===== config.mk =====
export PLATFORM = sky130hd
export DESIGN_NAME = can_err_stat
export DESIGN_NICKNAME = d
export VERILOG_FILES = /design/src/rtl/can_err_stat_pkg.sv /design/src/rtl/err_flag_bank.sv /design/src/rtl/warn_monitor.sv /design/src/rtl/irq_gen.sv /design/src/rtl/can_err_stat.sv
export SDC_FILE = /design/constraint.sdc
export NUM_CORES = 1
export LEC_CHECK = 0
export ABC_AREA = 1
export BUFFER_PORTS_ARGS = -buffer_cell sky130_fd_sc_hd__buf_2
export CAP_MARGIN = 20
export CORE_MARGIN = 8
export CORE_UTILIZATION = 24
export CTS_CLUSTER_SIZE = 10
export DETAILED_ROUTE_END_ITERATION = 10
export PLACE_DENSITY = 0.74
export SLEW_MARGIN = 15
export SYNTH_ARGS = -nofsm -noshare
export SYNTH_HDL_FRONTEND = slang
export SYNTH_SLANG_ARGS = --single-unit

===== constraint.sdc =====
create_clock -name clk -period 0.8 [get_ports clk]
set_input_delay 0.16 -clock clk [delete_from_list [all_inputs] [get_ports clk]]
set_output_delay 0.16 -clock clk [all_outputs]
set_load 0.03 [all_outputs]

===== src/rtl/can_err_stat_pkg.sv =====
// Package: shared widths, limits and bit positions of the CAN error/status word.
// Positions are given MSB-first (bit 0 = word MSB) and converted to LSB indices.
package can_err_stat_pkg;

    localparam int WORD_W     = 32;
    localparam int CNT_W      = 8;
    localparam int WARN_LIMIT = 96;
    localparam int N_ERR      = 6;
    localparam int N_WARN     = 2;

    // Convert an MSB-first field number into an LSB-based index.
    function automatic int lsb_pos(input int msb_first);
        return WORD_W - 1 - msb_first;
    endfunction

    // Warning channel numbering: 0 = transmit, 1 = receive.
    localparam int CH_TX = 0;
    localparam int CH_RX = 1;

    localparam int POS_TX_INT  = lsb_pos(14);
    localparam int POS_RX_INT  = lsb_pos(15);
    localparam int POS_ERR_TOP = lsb_pos(16);  // bit-1 error; the others follow downward
    localparam int POS_TX_STAT = lsb_pos(22);
    localparam int POS_RX_STAT = lsb_pos(23);

endpackage


===== src/rtl/err_flag_bank.sv =====
// Module: err_flag_bank
// Holds N sticky error flags. A pulse on ev_i sets its flag. A read strobe clears
// every flag, except that a pulse on the same edge as the read wins.
// Assumes the pulses are already qualified and are synchronous to clk.
module err_flag_bank #(
    parameter int N = 6
) (
    input  logic         clk,
    input  logic         rst_n,
    input  logic [N-1:0] ev_i,
    input  logic         rd_clr_i,
    output logic [N-1:0] flags_o
);

    logic [N-1:0] flag_q;

    for (genvar g = 0; g < N; g++) begin : g_flag
        // Purpose: set on an event, clear on a read, the event having priority.
        always_ff @(posedge clk) begin
            if (!rst_n)
                flag_q[g] <= 1'b0;
            else if (ev_i[g])
                flag_q[g] <= 1'b1;
            else if (rd_clr_i)
                flag_q[g] <= 1'b0;
        end
    end

    assign flags_o = flag_q;

    // with no read, no flag ever drops
    a_r3_sticky: assert property (@(posedge clk) disable iff (!rst_n)
        !rd_clr_i |=> ((flag_q & $past(flag_q)) == $past(flag_q)));

    // a read with no event leaves all flags cleared
    a_r4_read_clears: assert property (@(posedge clk) disable iff (!rst_n)
        (rd_clr_i && ev_i == '0) |=> (flag_q == '0));

    // an event always shows on the next cycle, read or not
    a_r4_event_kept: assert property (@(posedge clk) disable iff (!rst_n)
        1'b1 |=> ((flag_q & $past(ev_i)) == $past(ev_i)));

endmodule


===== src/rtl/warn_monitor.sv =====
// Module: warn_monitor
// Compares one error counter with the warning limit and gives a live status bit.
// Latches an interrupt flag on a 0-to-1 change of that status while enabled.
// The flag clears through a write-one strobe (clr_i); a new edge wins over the clear.
// Assumes the edge history resets to 0 and keeps tracking even while disabled.
module warn_monitor #(
    parameter int CNT_W = 8,
    parameter int LIMIT = 96
) (
    input  logic             clk,
    input  logic             rst_n,
    input  logic [CNT_W-1:0] cnt_i,
    input  logic             en_i,
    input  logic             clr_i,
    output logic             status_o,
    output logic             flag_o
);

    localparam logic [CNT_W-1:0] LIMIT_V = CNT_W'(LIMIT);

    logic status;
    logic prev_q;
    logic flag_q;
    logic rise;

    // Purpose: live threshold compare.
    always_comb status = (cnt_i >= LIMIT_V);

    // Purpose: qualified rising edge of the status bit.
    always_comb rise = en_i && status && !prev_q;

    // Purpose: remember last status for edge detection.
    always_ff @(posedge clk) begin
        if (!rst_n) prev_q <= 1'b0;
        else        prev_q <= status;
    end

    // Purpose: interrupt flag, set on qualified edge, cleared by write-one.
    always_ff @(posedge clk) begin
        if (!rst_n)     flag_q <= 1'b0;
        else if (rise)  flag_q <= 1'b1;
        else if (clr_i) flag_q <= 1'b0;
    end

    assign status_o = status;
    assign flag_o   = flag_q;

    // the flag can only rise while enabled
    a_r6_needs_enable: assert property (@(posedge clk) disable iff (!rst_n)
        $rose(flag_q) |-> $past(en_i));

    // the flag only rises after a 0-to-1 change of the compare
    a_r7_edge_only: assert property (@(posedge clk) disable iff (!rst_n)
        $rose(flag_q) |-> ($past(status) && !$past(prev_q)));

    // a set flag stays set unless a clear strobe came
    a_r8_hold: assert property (@(posedge clk) disable iff (!rst_n)
        (flag_q && !clr_i) |=> flag_q);

endmodule


===== src/rtl/irq_gen.sv =====
// Module: irq_gen
// ORs the masked interrupt sources into one registered request line.
// Assumes the masks are static configuration bits, sampled every cycle.
module irq_gen #(
    parameter int N_SRC = 2
) (
    input  logic             clk,
    input  logic             rst_n,
    input  logic [N_SRC-1:0] flag_i,
    input  logic [N_SRC-1:0] mask_i,
    output logic             irq_o
);

    logic irq_q;

    // Purpose: register the masked OR of the sources.
    always_ff @(posedge clk) begin
        if (!rst_n) irq_q <= 1'b0;
        else        irq_q <= |(flag_i & mask_i);
    end

    assign irq_o = irq_q;

    // the request never appears without a masked source one cycle earlier
    a_r9_source: assert property (@(posedge clk) disable iff (!rst_n)
        $rose(irq_q) |-> ($past(flag_i & mask_i) != '0));

endmodule


===== src/rtl/can_err_stat.sv =====
// Module: can_err_stat (top)
// CAN error/status word: six sticky read-clear error flags, two counter-limit
// status bits, two write-one-clear warning interrupt flags and a masked request.
// Assumes the error pulses last one cycle and bit1_exempt is driven by the engine.
module can_err_stat
    import can_err_stat_pkg::*;
(
    input  logic                clk,
    input  logic                rst_n,
    input  logic                ev_bit1,
    input  logic                ev_bit0,
    input  logic                ev_ack,
    input  logic                ev_crc,
    input  logic                ev_form,
    input  logic                ev_stuff,
    input  logic                bit1_exempt,
    input  logic [CNT_W-1:0]    tx_err_cnt,
    input  logic [CNT_W-1:0]    rx_err_cnt,
    input  logic                warn_en,
    input  logic                tx_warn_mask,
    input  logic                rx_warn_mask,
    input  logic                rd_en,
    input  logic                wr_en,
    input  logic [WORD_W-1:0]   wr_data,
    output logic [WORD_W-1:0]   rd_data,
    output logic                irq
);

    logic [N_ERR-1:0]  err_ev;
    logic [N_ERR-1:0]  err_flags;
    logic [CNT_W-1:0]  cnt    [N_WARN];
    logic [N_WARN-1:0] w_clr;
    logic [N_WARN-1:0] w_stat;
    logic [N_WARN-1:0] w_flag;
    logic [N_WARN-1:0] w_mask;
    int                int_pos [N_WARN];

    // Purpose: order error pulses top bit first; gate bit-1 by its exemption.
    always_comb err_ev = {ev_bit1 & ~bit1_exempt, ev_bit0, ev_ack, ev_crc, ev_form, ev_stuff};

    // Purpose: per-channel counter, mask and interrupt bit position.
    always_comb begin
        cnt[CH_TX]     = tx_err_cnt;
        cnt[CH_RX]     = rx_err_cnt;
        w_mask[CH_TX]  = tx_warn_mask;
        w_mask[CH_RX]  = rx_warn_mask;
        int_pos[CH_TX] = POS_TX_INT;
        int_pos[CH_RX] = POS_RX_INT;
    end

    err_flag_bank #(.N(N_ERR)) u_errs (
        .clk      (clk),
        .rst_n    (rst_n),
        .ev_i     (err_ev),
        .rd_clr_i (rd_en),
        .flags_o  (err_flags)
    );

    for (genvar c = 0; c < N_WARN; c++) begin : g_warn
        // Purpose: decode the write-one clear for this channel.
        always_comb w_clr[c] = wr_en && wr_data[int_pos[c]];

        warn_monitor #(.CNT_W(CNT_W), .LIMIT(WARN_LIMIT)) u_mon (
            .clk      (clk),
            .rst_n    (rst_n),
            .cnt_i    (cnt[c]),
            .en_i     (warn_en),
            .clr_i    (w_clr[c]),
            .status_o (w_stat[c]),
            .flag_o   (w_flag[c])
        );
    end

    irq_gen #(.N_SRC(N_WARN)) u_irq (
        .clk    (clk),
        .rst_n  (rst_n),
        .flag_i (w_flag),
        .mask_i (w_mask),
        .irq_o  (irq)
    );

    // Purpose: assemble the read word; unused bits stay zero.
    always_comb begin
        rd_data = '0;
        rd_data[POS_TX_INT]  = w_flag[CH_TX];
        rd_data[POS_RX_INT]  = w_flag[CH_RX];
        rd_data[POS_ERR_TOP -: N_ERR] = err_flags;
        rd_data[POS_TX_STAT] = w_stat[CH_TX];
        rd_data[POS_RX_STAT] = w_stat[CH_RX];
    end

    // an exempt bit-1 pulse never sets the flag on its own
    a_r5_exempt: assert property (@(posedge clk) disable iff (!rst_n)
        (ev_bit1 && bit1_exempt && !rd_data[POS_ERR_TOP]) |=> !rd_data[POS_ERR_TOP]);

    // a read never clears a warning interrupt flag
    a_r8_read_safe: assert property (@(posedge clk) disable iff (!rst_n)
        (rd_en && !wr_en && rd_data[POS_TX_INT]) |=> rd_data[POS_TX_INT]);

endmodule


Yosys cells after proc, flatten, opt, wreduce, memory -nomap -nowiden
Index checks and enable logic that the tools add are counted.

Bits in registers: 11. Bits in latches: 0. Memory bits (writable): 0. Bits in read-only memories: 0. Input port bits: 62. Memories: 0.

Add/sub/neg operators: 0. Multiply operators: 0. Div/mod/pow operators: 0. $lt $le $gt $ge: 2. Equal/unequal tests: 0. Shift-type cells: 0. Multiplexer cells: 11. Bitwise logic cells: 3. Reductions and logical operators: 17.

Operator list (count): 8-bit by 7-bit >= comparator with 1-bit output (second input constant) (2); 2-bit nonzero test (8); 1-bit two-way mux (11); 1-bit logical AND (6); 2-bit AND (1); 1-bit logical NOT (2); 2-bit OR reduction (1); 1-bit AND (1); 1-bit NOT (1).

Depth between registers and ports, before layout
Word-level depth: 4. Gate-level depth with buffers: 4. Mapped depth without buffers: 4.

Hierarchy
Synthesis repeated with hierarchy kept, for this count alone.

Cells, all modules: 82. Area, all modules: 606.8 um^2.

Modules (own cells, without submodules): err_flag_bank (times used 1, cells each 26, area an instance 202.7 um^2, sequential area each 120.1 um^2); can_err_stat (times used 1, cells each 29, area an instance 193.9 um^2, sequential area each 0.0 um^2); warn_monitor (times used 2, cells each 11, area an instance 85.1 um^2, sequential area each 40.0 um^2); irq_gen (times used 1, cells each 5, area an instance 40.0 um^2, sequential area each 20.0 um^2).

Worst setup path before layout
Ideal clock, no wire load.

Path type: flip-flop to flip-flop. Start: register u_errs.flags_o[5] (netlist name). End: register u_errs.flag_q[5] (netlist: u_errs.flags_o[5]). Library setup time: 0.070 ns. Data arrival time: 0.685 ns. Path slack: 0.045 ns. Stages on the path, launching flop included: 3. Buffers on the path: 0. Cells stage by stage: dfxtp_1 nand2_1 a21oi_1.

RTL lines: end signal, assigned by index (RTL line err_flag_bank.sv:21) `flag_q[g] <= 1'b0;`; end signal, assigned by index (RTL line err_flag_bank.sv:23) `flag_q[g] <= 1'b1;`; end signal, assigned by index (RTL line err_flag_bank.sv:25) `flag_q[g] <= 1'b0;`; end, declared (RTL line err_flag_bank.sv:15) `logic [N-1:0] flag_q;`.

Worst setup path after layout
Start: register u_errs.flag_q[1] (netlist: u_errs.flags_o[1]). End: output rd_data[11].

RTL lines: end, declared (RTL line can_err_stat.sv:25) `output logic [WORD_W-1:0] rd_data,`.

No word-level cell between the ends.

==> flow_summary.yaml <==
timing:
  setup_viol: 9
  rsz0062_at_grt: "yes"
  fin_crit_ns: 0.8988
  period_share_pct: 112.3
  final.setup.worst_slack_ns: -0.09877
  finClkSkew_ns: 0.0001353
  final_hold_viol_count: 0
  final_max_slew_viol_count: 0
  setup_tns_ns: -0.7443
  max_freq_ghz: 1.113
layout:
  stdcell_count: 139
  diodes: 0
  drive_above_1_share_pct: 46.85
  fin_nets: 174
  area_delta_synth_final_pct: 37.01
  nFillCells: 255
critical_path:
  critPathMaxFanout: 2
  regToRegSetupSlack_ns: 0.02
  rr_startpoint: "g_warn[0].u_mon.flag_o$_SDFFE_PN0P_"
  worstPathArrival_ns: 0.74
  crit_path_start: "u_errs.flags_o[1]$_SDFFE_PN0P_"
  endpoint: "rd_data[11]"
  path_depth: 1
  critPathBufInv: 1
  reg2reg_depth: 4
  critical-path-max-stage-delay_ns: 0.34
  required_ns: 0.64
  path_delay_family: "flip-flops"
  end_kind: "primary output"
  worst_path_max_delay_cell: "dfxtp_2"
  reg2reg_to: "u_irq.irq_o$_SDFF_PN0_"
  path_cells: "buf_6"
  cp-start-kind: "register"
  crit_type: "reg2out"
synth:
  synth_top_family_by_area: "buffers and inverters"
  synth.avg_cell_area_um2: 7.606
  ys_top_cells_by_area: "dfxtp_1 38%, buf_4 34%, a21oi_1 7.8%, nand2_1 7.8%, nor2_1 4.5%"
  ys.flop_type: "dfxtp_1"
  ys_top_cells_by_count: "26 x buf_4, 12 x nand2_1, 11 x dfxtp_1, 9 x a21oi_1, 7 x nor2_1"
  ys_seq_area_share_pct: 38.10
  synth-xor-area-share_pct: 0
  synth_edf_count: 0
  synthesis.instances: 76
  yosys.cell_count.top_type: "buf_4"
  yosysTopAreaCellShare_pct: 38.10
  synthMuxAreaShare_pct: 0
  synth-simple-area-share_pct: 15.80
  synthArstFlopShare_pct: 0
  syn_area_um2: 578.1
  synth_compound_area_share_pct: 7.792
  ys_ff_latch: 11
  ys.warnings.count: 0
  synth_area_leader_cell: "dfxtp_1"
  synth_cell_type_count: 9
  synth_fa_ha_area_share_pct: 0
detailed_routing:
  wire_per_inst_um: 10.35
  firstDrtPassIters: 2
  dr_total_vias: 507
  post-route-drc-count: 0
  via_per_inst: 3.647
  drt_iter0_drc: 9
  wl_um: 1438
  antenna_left: 0
clock_network:
  cts_buffers: 3
  cts_num_sinks: 11
  clk_latency_ns: 0.26
  h-tree-depth: 1
  cts_tree: "yes"
  cts-root-buf: "clkbuf_4"
  clkTransAtPathRegs_ns: 0.07
  cts.path.max_buffers: 2
grt:
  grt_antenna_before_repair: 0
  overflow: 0
  grt_pass1_wl_um: 2208
  grt_usage_pct: 6.723
  grt_pass1_vias: 521
  grt_max_degree: 10
place:
  dp_cells: 131
  gp_congestion: 0.7259
  port_buffers: 32
  dp_hpwl_um: 1150
pwr:
  power.internal_w: 0.0009190
  seq_power_share_pct: 43.5
  vdd_ir_drop_max_mv: 1.064
  netSwitchingPower_w: 0.0004849
  p_sw_share_pct: 34.54
  leakagePower_nw: 0.4419
  power_density_nw_per_um2: 1773
  clkPwrFrac_pct: 26.0
  pwr-share-comb_pct: 30.5
die:
  die_x_um: 65.08
  die_y_um: 65.08
  coreArea_um2: 2255
  start_util_pct: 25.64
  num_rows: 17
  boundaryPins: 95
  design.die.area_um2: 4235
hold_path:
  hold_class: "in2reg"
status:
  status: "complete, but fails checks"
  violations: "negative setup slack"
flow_run:
  maxCapViolations: 0
-- per-layer routing --
layer | share of wire [%] | track usage (%)
met1 | 35 | 5.284
met2 | 49 | 12.30
met3 | 16 | 6.186
met4 | 0 | 0.8174
met5 | 0 | 0
-- logic make-up after synthesis --
| group | Yosys count |
|---|---|
| DFF | 11 |
| and+or+nand+nor | 23 |
| other | 1 |
| buffers and inverters | 32 |
| AOI/OAI and AO/OA | 9 |
-- registers in the layout, summed over array words and instances, names as in the netlist --
register and flops:
u_irq.irq_o 1, g_warn.u_mon.flag_o 2, u_errs.flags_o 6, g_warn.u_mon.prev_q 2
-- cell usage in the layout, fill, tap and decap left out, drive strengths merged --
cell and n:
nand2 12, clkbuf 4, a21oi 9, buf 36, nand3 4, nor2 7
dfxtp 11, inv 6, conb 22
-- through the flow --
step	utilization [%]	hold slack (ns)	cell area (um2)	setup WS, ns	total power (W)
2_1_floorplan	-	0.2774	656.9	0.04523	0.0009764
3_3_place_gp	29.13	0.3630	656.9	0.05283	0.0009716
3_5_place_dp	29.13	0.3737	656.9	0.04879	0.0009745
4_1_cts	34.30	0.08855	773.2	-0.1042	0.001410
5_1_grt	35.13	0.09748	792.0	-0.1309	0.001487
6_report	35.13	0.09800	792.0	-0.09877	0.001404
-- power by group through the flow --
stage / combinational, W / clock (W) / sequential (W)
final: 0.000428 / 0.000365 / 0.000611
after global routing: 0.000459 / 0.000414 / 0.000614
after CTS: 0.000414 / 0.000385 / 0.000610
after detailed placement: 0.000362 / 0 / 0.000612
after global placement: 0.000360 / 0 / 0.000612
after floorplan: 0.000321 / 0 / 0.000655
-- how the worst min path moves through the flow --
stage | slack, ns | cells after the start | to | start
2_1_floorplan | 0.28 | 2 | u_errs.flags_o[0]$_SDFFE_PN0P_ | ev_stuff
3_3_place_gp | 0.36 | 3 | u_errs.flags_o[3]$_SDFFE_PN0P_ | ev_ack
3_5_place_dp | 0.37 | 3 | u_errs.flags_o[3]$_SDFFE_PN0P_ | ev_ack
4_1_cts | 0.09 | 3 | u_errs.flags_o[1]$_SDFFE_PN0P_ | ev_form
5_1_grt | 0.1 | 3 | u_errs.flags_o[1]$_SDFFE_PN0P_ | ev_form
6_report | 0.1 | 3 | u_errs.flags_o[0]$_SDFFE_PN0P_ | ev_stuff
-- layout make-up --
cell class              count  area, um2  area share, %
clock buffers               4      26.28          3.318
repair buffers             36      246.5          31.12
well taps                  28      35.03          4.423
inverters                   6      22.52          2.844
flip-flops and latches     11      231.5          29.23
multi-input cells          54      230.2          29.07
-- timing repair --
item	in CTS	in global routing
buffers inserted	3	1
hold buffers	0	0
setup endpoints to repair	9	9
gates resized for setup	27	3
Note: power is estimated with default switching activity, not from simulation.
